## src/rtl/lpc_pkg.sv

```systemverilog
package lpc_pkg;
  localparam int NUM_STG = 7;
  localparam int PN_W    = 3;
  localparam int LN_W    = 6;
  localparam int LOOPS   = 60;
  localparam int GRP_W   = 3;
  localparam int MAX_GRP = 5;
  localparam int PF_W    = 5;
endpackage

```

## src/rtl/lpc_cycle_cnt.sv

```systemverilog
module lpc_cycle_cnt #(
  parameter int PN_W  = 3,
  parameter int LN_W  = 6,
  parameter int LOOPS = 60
) (
  input  logic            clk_i,
  input  logic            rst_ni,
  input  logic            clr_i,
  input  logic            run_i,
  output logic [PN_W-1:0] pn_o,
  output logic [LN_W-1:0] ln_o,
  output logic            pc_end_o,
  output logic            op_end_o
);
  localparam logic [LN_W-1:0] LN_LAST = LN_W'(LOOPS - 1);

  logic [PN_W-1:0] pn_q;
  logic [LN_W-1:0] ln_q;

  assign pc_end_o = run_i & (&pn_q);
  assign op_end_o = pc_end_o & (ln_q == LN_LAST);
  assign pn_o     = pn_q;
  assign ln_o     = ln_q;

  always_ff @(posedge clk_i or negedge rst_ni) begin
    if (!rst_ni) begin
      pn_q <= '0;
      ln_q <= '0;
    end else if (clr_i) begin
      pn_q <= '0;
      ln_q <= '0;
    end else if (run_i) begin
      pn_q <= pn_q + 1'b1;
      if (pc_end_o) ln_q <= op_end_o ? '0 : ln_q + 1'b1;
    end
  end

  a_r2_ln_range: assert property (@(posedge clk_i) disable iff (!rst_ni)
    ln_q <= LN_LAST);
endmodule

```

## src/rtl/lpc_stage_chain.sv

```systemverilog
module lpc_stage_chain #(
  parameter int NUM_STG = 7
) (
  input  logic               clk_i,
  input  logic               rst_ni,
  input  logic               load_i,
  input  logic               kill_i,
  input  logic               step_i,
  input  logic               gate_i,
  output logic [NUM_STG-1:0] en_o
);
  logic [NUM_STG-1:0] vld_q;

  always_ff @(posedge clk_i or negedge rst_ni) begin
    if (!rst_ni)     vld_q <= '0;
    else if (kill_i) vld_q <= '0;
    else if (load_i) vld_q <= NUM_STG'(1);
    else if (step_i) vld_q <= vld_q | {vld_q[NUM_STG-2:0], 1'b0};
  end

  // input stage never gated by prefetch
  assign en_o[0] = vld_q[0];
  for (genvar k = 1; k < NUM_STG; k++) begin : g_gate
    assign en_o[k] = vld_q[k] & ~gate_i;
  end
endmodule

```

## src/rtl/lpc_line_seq.sv

```systemverilog
module lpc_line_seq #(
  parameter int GRP_W   = 3,
  parameter int MAX_GRP = 5,
  parameter int PF_W    = 5
) (
  input  logic             clk_i,
  input  logic             rst_ni,
  input  logic             glb_en_i,
  input  logic             line_rst_i,
  input  logic [PF_W-1:0]  cfg_prefetch_i,
  input  logic [GRP_W-1:0] cfg_groups_i,
  input  logic             cfg_auto_i,
  input  logic             op_end_i,
  output logic             active_o,
  output logic             start_o,
  output logic             kill_o,
  output logic             rst_pulse_o,
  output logic             done_o,
  output logic             gate_o
);
  logic             active_q, hold_q, auto_q, done_q, rst_q;
  logic [GRP_W-1:0] grp_q, grp_lim_q, grp_eff;
  logic [PF_W-1:0]  pf_lim_q, pf_cnt_q;
  logic             new_line, last, cont;

  assign start_o  = glb_en_i & line_rst_i & ~active_q;
  assign new_line = start_o & ~hold_q;
  assign last     = (grp_q == grp_lim_q - 1'b1);
  assign cont     = op_end_i & ~last & auto_q;
  assign kill_o   = ~glb_en_i | (op_end_i & ~cont);

  always_comb begin
    if (cfg_groups_i == '0)                      grp_eff = GRP_W'(1);
    else if (cfg_groups_i > GRP_W'(MAX_GRP))     grp_eff = GRP_W'(MAX_GRP);
    else                                         grp_eff = cfg_groups_i;
  end

  always_ff @(posedge clk_i or negedge rst_ni) begin
    if (!rst_ni) begin
      active_q  <= 1'b0;
      hold_q    <= 1'b0;
      auto_q    <= 1'b0;
      done_q    <= 1'b0;
      rst_q     <= 1'b0;
      grp_q     <= '0;
      grp_lim_q <= GRP_W'(1);
      pf_lim_q  <= '0;
      pf_cnt_q  <= '0;
    end else if (!glb_en_i) begin
      active_q <= 1'b0;
      hold_q   <= 1'b0;
      done_q   <= 1'b0;
      rst_q    <= 1'b0;
      grp_q    <= '0;
      pf_cnt_q <= '0;
    end else begin
      done_q <= op_end_i & last;
      rst_q  <= start_o | cont;
      if (start_o) begin
        active_q <= 1'b1;
        hold_q   <= 1'b0;
        if (new_line) begin
          grp_q     <= '0;
          grp_lim_q <= grp_eff;
          auto_q    <= cfg_auto_i;
          pf_lim_q  <= cfg_prefetch_i;
        end else begin
          grp_q <= grp_q + 1'b1;
        end
      end else if (op_end_i) begin
        if (last) begin
          active_q <= 1'b0;
          grp_q    <= '0;
          if (pf_cnt_q != '1) pf_cnt_q <= pf_cnt_q + 1'b1;
        end else if (auto_q) begin
          grp_q <= grp_q + 1'b1;
        end else begin
          active_q <= 1'b0;
          hold_q   <= 1'b1;
        end
      end
    end
  end

  assign active_o    = active_q;
  assign rst_pulse_o = rst_q;
  assign done_o      = done_q;
  assign gate_o      = pf_cnt_q < pf_lim_q;
endmodule

```

## src/rtl/line_pipe_ctrl.sv

```systemverilog
module line_pipe_ctrl
  import lpc_pkg::*;
#(
  parameter int N_STG  = NUM_STG,
  parameter int P_W    = PN_W,
  parameter int L_W    = LN_W,
  parameter int N_LOOP = LOOPS,
  parameter int G_W    = GRP_W,
  parameter int G_MAX  = MAX_GRP,
  parameter int F_W    = PF_W
) (
  input  logic             clk_i,
  input  logic             rst_ni,
  input  logic             glb_en_i,
  input  logic             line_rst_i,
  input  logic [F_W-1:0]   cfg_prefetch_i,
  input  logic [G_W-1:0]   cfg_groups_i,
  input  logic             cfg_auto_i,
  output logic [N_STG-1:0] stg_en_o,
  output logic [N_STG-1:0] stg_rst_o,
  output logic [P_W-1:0]   pn_o,
  output logic [L_W-1:0]   ln_o,
  output logic             done_o
);
  localparam logic [L_W-1:0] LN_LAST = L_W'(N_LOOP - 1);

  logic active, start, kill, rst_pulse, gate, pc_end, op_end;

  lpc_line_seq #(.GRP_W(G_W), .MAX_GRP(G_MAX), .PF_W(F_W)) u_seq (
    .clk_i, .rst_ni, .glb_en_i, .line_rst_i, .cfg_prefetch_i, .cfg_groups_i,
    .cfg_auto_i, .op_end_i(op_end), .active_o(active), .start_o(start),
    .kill_o(kill), .rst_pulse_o(rst_pulse), .done_o, .gate_o(gate)
  );

  lpc_cycle_cnt #(.PN_W(P_W), .LN_W(L_W), .LOOPS(N_LOOP)) u_cnt (
    .clk_i, .rst_ni, .clr_i(start | ~glb_en_i), .run_i(active),
    .pn_o, .ln_o, .pc_end_o(pc_end), .op_end_o(op_end)
  );

  lpc_stage_chain #(.NUM_STG(N_STG)) u_chain (
    .clk_i, .rst_ni, .load_i(start), .kill_i(kill), .step_i(pc_end),
    .gate_i(gate), .en_o(stg_en_o)
  );

  assign stg_rst_o = {N_STG{rst_pulse}};

  a_r2_pn_step: assert property (@(posedge clk_i) disable iff (!rst_ni)
    (stg_en_o[0] && $past(stg_en_o[0])) |-> pn_o == P_W'($past(pn_o) + 1'b1));
  a_r3_stage_order: assert property (@(posedge clk_i) disable iff (!rst_ni)
    (|stg_en_o[N_STG-1:1]) |-> stg_en_o[0]);
  a_r4_rst_at_start: assert property (@(posedge clk_i) disable iff (!rst_ni)
    $rose(stg_en_o[0]) |-> (&stg_rst_o));
  a_r5_done_after_end: assert property (@(posedge clk_i) disable iff (!rst_ni)
    done_o |-> $past(ln_o == LN_LAST && (&pn_o)));
  a_r9_off_quiet: assert property (@(posedge clk_i) disable iff (!rst_ni)
    !$past(glb_en_i) |-> stg_en_o == '0);
endmodule

```

## config.mk

```make
export PLATFORM = sky130hd
export DESIGN_NAME = line_pipe_ctrl
export DESIGN_NICKNAME = d
export VERILOG_FILES = /design/src/rtl/lpc_pkg.sv /design/src/rtl/lpc_cycle_cnt.sv /design/src/rtl/lpc_stage_chain.sv /design/src/rtl/lpc_line_seq.sv /design/src/rtl/line_pipe_ctrl.sv
export SDC_FILE = /design/constraint.sdc
export NUM_CORES = 1
export LEC_CHECK = 0
export ABC_AREA = 1
export CAP_MARGIN = 40
export CORE_MARGIN = 4
export CORE_UTILIZATION = 60
export DETAILED_ROUTE_END_ITERATION = 16
export DONT_BUFFER_PORTS = 1
export PLACE_DENSITY = 0.86
export SLEW_MARGIN = 10
export SYNTH_ARGS = -nofsm -noshare
export SYNTH_HDL_FRONTEND = slang
export SYNTH_SLANG_ARGS = --single-unit
```

## constraint.sdc

```tcl
create_clock -name clk_i -period 1.9 [get_ports clk_i]
set_input_delay 0.19 -clock clk_i [delete_from_list [all_inputs] [get_ports clk_i]]
set_output_delay 0.19 -clock clk_i [all_outputs]
set_load 0.01 [all_outputs]
```

==> flow_summary.toml <==
[outcome]
status = "finished, violations left"
violations = "negative setup slack"

[place]
numPortBuffers = 0
dp_hpwl_um = 2914
gp_congestion = 0.8498
dp.cells = 292

[global_route]
grt_pass1_wl_um = 8273
grt_max_degree = 38
grt-ovfl-total = 0
grt_pass1_vias = 1815
track_usage_pct = 25.25
antenna_found_initial = 0

[timing]
tns_ns = -0.2237
rsz0062_at_grt = "true"
hold_viol_final = 0
finalCritPeriodShare_pct = 102.1
worstMarginPinSlew_ns = 0.6230
final.setup_skew_ns = 0.008413
maxSlewHeadroom_pct = 58.50
fmax_ghz = 0.5156
slew_viol_final = 0
finalSetupViolCount = 6
setup_slack_ns = -0.03931
fin_crit_ns = 1.939

[min_path]
whs_path_depth = 2
hold_path_startpoint = "glb_en_i"
hold_path_end = "u_seq.rst_pulse_o$_DFF_PN0_"
hold_path_class = "in2reg"

[routing]
wl_met2_um = 2785
drc_errors = 0
vias = 1894
wl_per_cell_um = 17.38
antenna_left = 0
via_per_inst = 5.919
routed-wl-met3_um = 446
firstDrtPassIters = 7
routed_wl_um = 5560
route.top_layer_used = "met4"
dr.first_iter.drc_count = 195
wl_met1_um = 2039

[logic_synthesis]
synth_top_area_cell = "dfrtp_1"
synthCells = 256
yosysSeqAreaShare_pct = 45.32
synth_area_per_cell_sq_um = 7.991
yosysTopAreaCellShare_pct = 44.04
yosys_register_bits = 37
ys_warn_count = 0
synthTopCellsByArea = "dfrtp_1 (44%), nand2_1 (12%), inv_1 (6.8%), ha_1 (6.7%), nor2_1 (5.0%)"
synth.distinct_cells = 30
mappedNetlistArea_sq_um = 2046
synth_fp_nets = 280

[cts]
clockRootBuffer = "clkbuf_4"
clock_sink_count = 37
cts_buffers = 5
clk_latency_ns = 0.35
path_clk_slew_ns = 0.11
clockBufferDepth = 2
cts_tree = "built"
htree_levels = 2

[die]
die_area_sq_um = 4408
ioPinCount = 37
rows = 20
core_area_sq_um = 3153
die_w_um = 66.39
die_h_um = 66.39
start_util_pct = 64.88

[final_layout]
stdcell_count = 320
layout-drive-gt1-share_pct = 19.20
final_nets = 299
diodes = 0
areaGrowthSynthToFinish_pct = 20.00

[pwr]
p_leak_nw = 1.146
power.density_nw_per_um2 = 786.1
peakVddDrop_mv = 0.6220

[critical_path]
crit_path_end_kind = "output port"
crit_required_ns = 1.71
start_kind = "flop"
crit_type = "reg2out"
crit_path_max_fanout = 6
path_delay_family = "flip-flops"
path_cells = "ha_4 > nand4_1 > a21oi_2 > nor2_2 > buf_6 > nor2_4"
slowest_stage = "dfrtp_1"
timing.rr.end = "u_seq.pf_cnt_q[4]$_DFFE_PN0P_"
arrival_ns = 1.75
worst-path-buf-inv = 1
reg2reg_depth = 11
r2r-start = "u_seq.grp_lim_q[0]$_DFFE_PN1P_"
cp_slowest_stage_delay_ns = 0.44
rrSetupSlack_ns = 0.01

[job]
cap_violations = 0
-- state kept, by name, indices dropped and copies added, names as in the netlist --
register / cells
u_chain.vld_q: 7
u_cnt.ln_o: 6
u_cnt.pn_o: 3
u_seq.active_o: 1
u_seq.auto_q: 1
u_seq.done_o: 1
u_seq.grp_lim_q: 3
u_seq.grp_q: 3
u_seq.hold_q: 1
u_seq.pf_cnt_q: 5
u_seq.pf_lim_q: 5
u_seq.rst_pulse_o: 1
-- cells in the final DEF, fill, tap and decap left out, drive strengths merged, types with 5 or more instances in the layout --
| master | n |
|---|---|
| buf | 12 |
| dlygate4sd3 | 10 |
| o21ai | 13 |
| ha | 11 |
| inv | 40 |
| dfrtp | 36 |
| nand4 | 5 |
| nor2 | 29 |
| nand3 | 15 |
| nand2 | 69 |
| clkbuf | 7 |
| a21oi | 14 |
-- per-layer routing --
| layer | GRT usage, % | up-vias |
|---|---|---|
| met5 | 0 | - |
| met4 | 9.391 | 0 |
| li1 | - | 840 |
| met2 | 41.51 | 135 |
| met1 | 30.93 | 884 |
| met3 | 7.823 | 35 |
-- report_power, final --
group	switching [mW]	total, mW	internal, mW	leakage [nW]
combinational	0.261	0.412	0.151	0.608
clock	0.276	0.591	0.314	0.0455
sequential	0.0727	0.927	0.854	0.492
-- worst max path at each step --
| stage | from | end | depth (start not counted) |
|---|---|---|---|
| 3_3_place_gp | u_seq.grp_lim_q[0]$_DFFE_PN1P_ | u_seq.pf_cnt_q[0]$_DFFE_PN0P_ | 11 |
| 4_1_cts | u_seq.pf_cnt_q[2]$_DFFE_PN0P_ | stg_en_o[1] | 6 |
| 2_1_floorplan | u_seq.grp_lim_q[0]$_DFFE_PN1P_ | u_seq.pf_cnt_q[0]$_DFFE_PN0P_ | 11 |
| 6_report | u_seq.pf_cnt_q[3]$_DFFE_PN0P_ | stg_en_o[2] | 6 |
| 5_1_grt | u_seq.pf_lim_q[4]$_DFFE_PN0P_ | stg_en_o[2] | 7 |
| 3_5_place_dp | u_seq.grp_lim_q[0]$_DFFE_PN1P_ | u_seq.pf_cnt_q[4]$_DFFE_PN0P_ | 11 |
-- Yosys cell counts --
cell      number
nand2_1       66
inv_1         37
dfrtp_1       36
nor2_1        27
a21oi_1       14
nand3_1       13
ha_1          11
o21ai_0       11
buf_4          8
nand4_1        5
inv_2          3
nor3_1         3
xor2_1         3
nand2_2        2
o21ai_1        2
buf_2          1
clkbuf_1       1
clkinv_2       1
dfstp_2        1
nand2_4        1
nand3_2        1
nand3_4        1
nand3b_4       1
nor2_2         1
nor2_8         1
nor3b_1        1
o21a_1         1
o221ai_1       1
o22ai_1        1
o31ai_1        1
-- cells by family after synthesis --
kind of cell | synth area share [%]
AO/OA/AOI/OAI | 8.074
XOR/XNOR | 1.285
adder cells (fa/ha/maj) | 6.728
buffers and inverters | 10.95
flip-flops | 45.32
AND/OR/NAND/NOR | 27.65
-- stage by stage --
stage | util (%) | hold WS, ns | worst slack, ns | total power [mW] | cell area (sq um)
4_1_cts | 74.68 | 0.005489 | 0.003287 | 1.850 | 2355
6_report | 77.86 | 0.008618 | -0.03931 | 1.930 | 2455
3_5_place_dp | 64.92 | -0.1047 | 0.1122 | 1.207 | 2047
5_1_grt | 77.86 | 0.02441 | -0.1395 | 2.028 | 2455
2_1_floorplan | - | -0.1056 | 0.2344 | 1.156 | 2046
3_3_place_gp | 64.92 | -0.1047 | 0.1731 | 1.194 | 2047
-- cell type report --
cell class                 count  area [sq um]
timing repair buffer          22         206.4
inverter                      41         155.1
tap                           44         55.05
multi-input combinational    168          1025
clock buffer                   7         55.05
clock inverter                 1         30.03
sequential                    37         928.4
fill                         196         698.2
-- worst reg2reg max path, delay by kind of cell, from the launching register on --
family | cells | cell delay, ns
adders and majority gates | 1 | 0.27
DFF | 1 | 0.55
buffers and inverters | 3 | 0.24
and+or+nand+nor | 6 | 0.61
AOI/OAI and AO/OA | 1 | 0.11
-- what timing repair did --
action / in CTS / in global routing
gates resized for setup: 18 / 11
endpoints found under the setup margin: 6 / 22
endpoints found under the hold margin: 53 / 0
hold buffers: 11 / 0
buffers inserted: 4 / 5
pin swaps: 2 / 4
(Power assumes the default switching activity.)
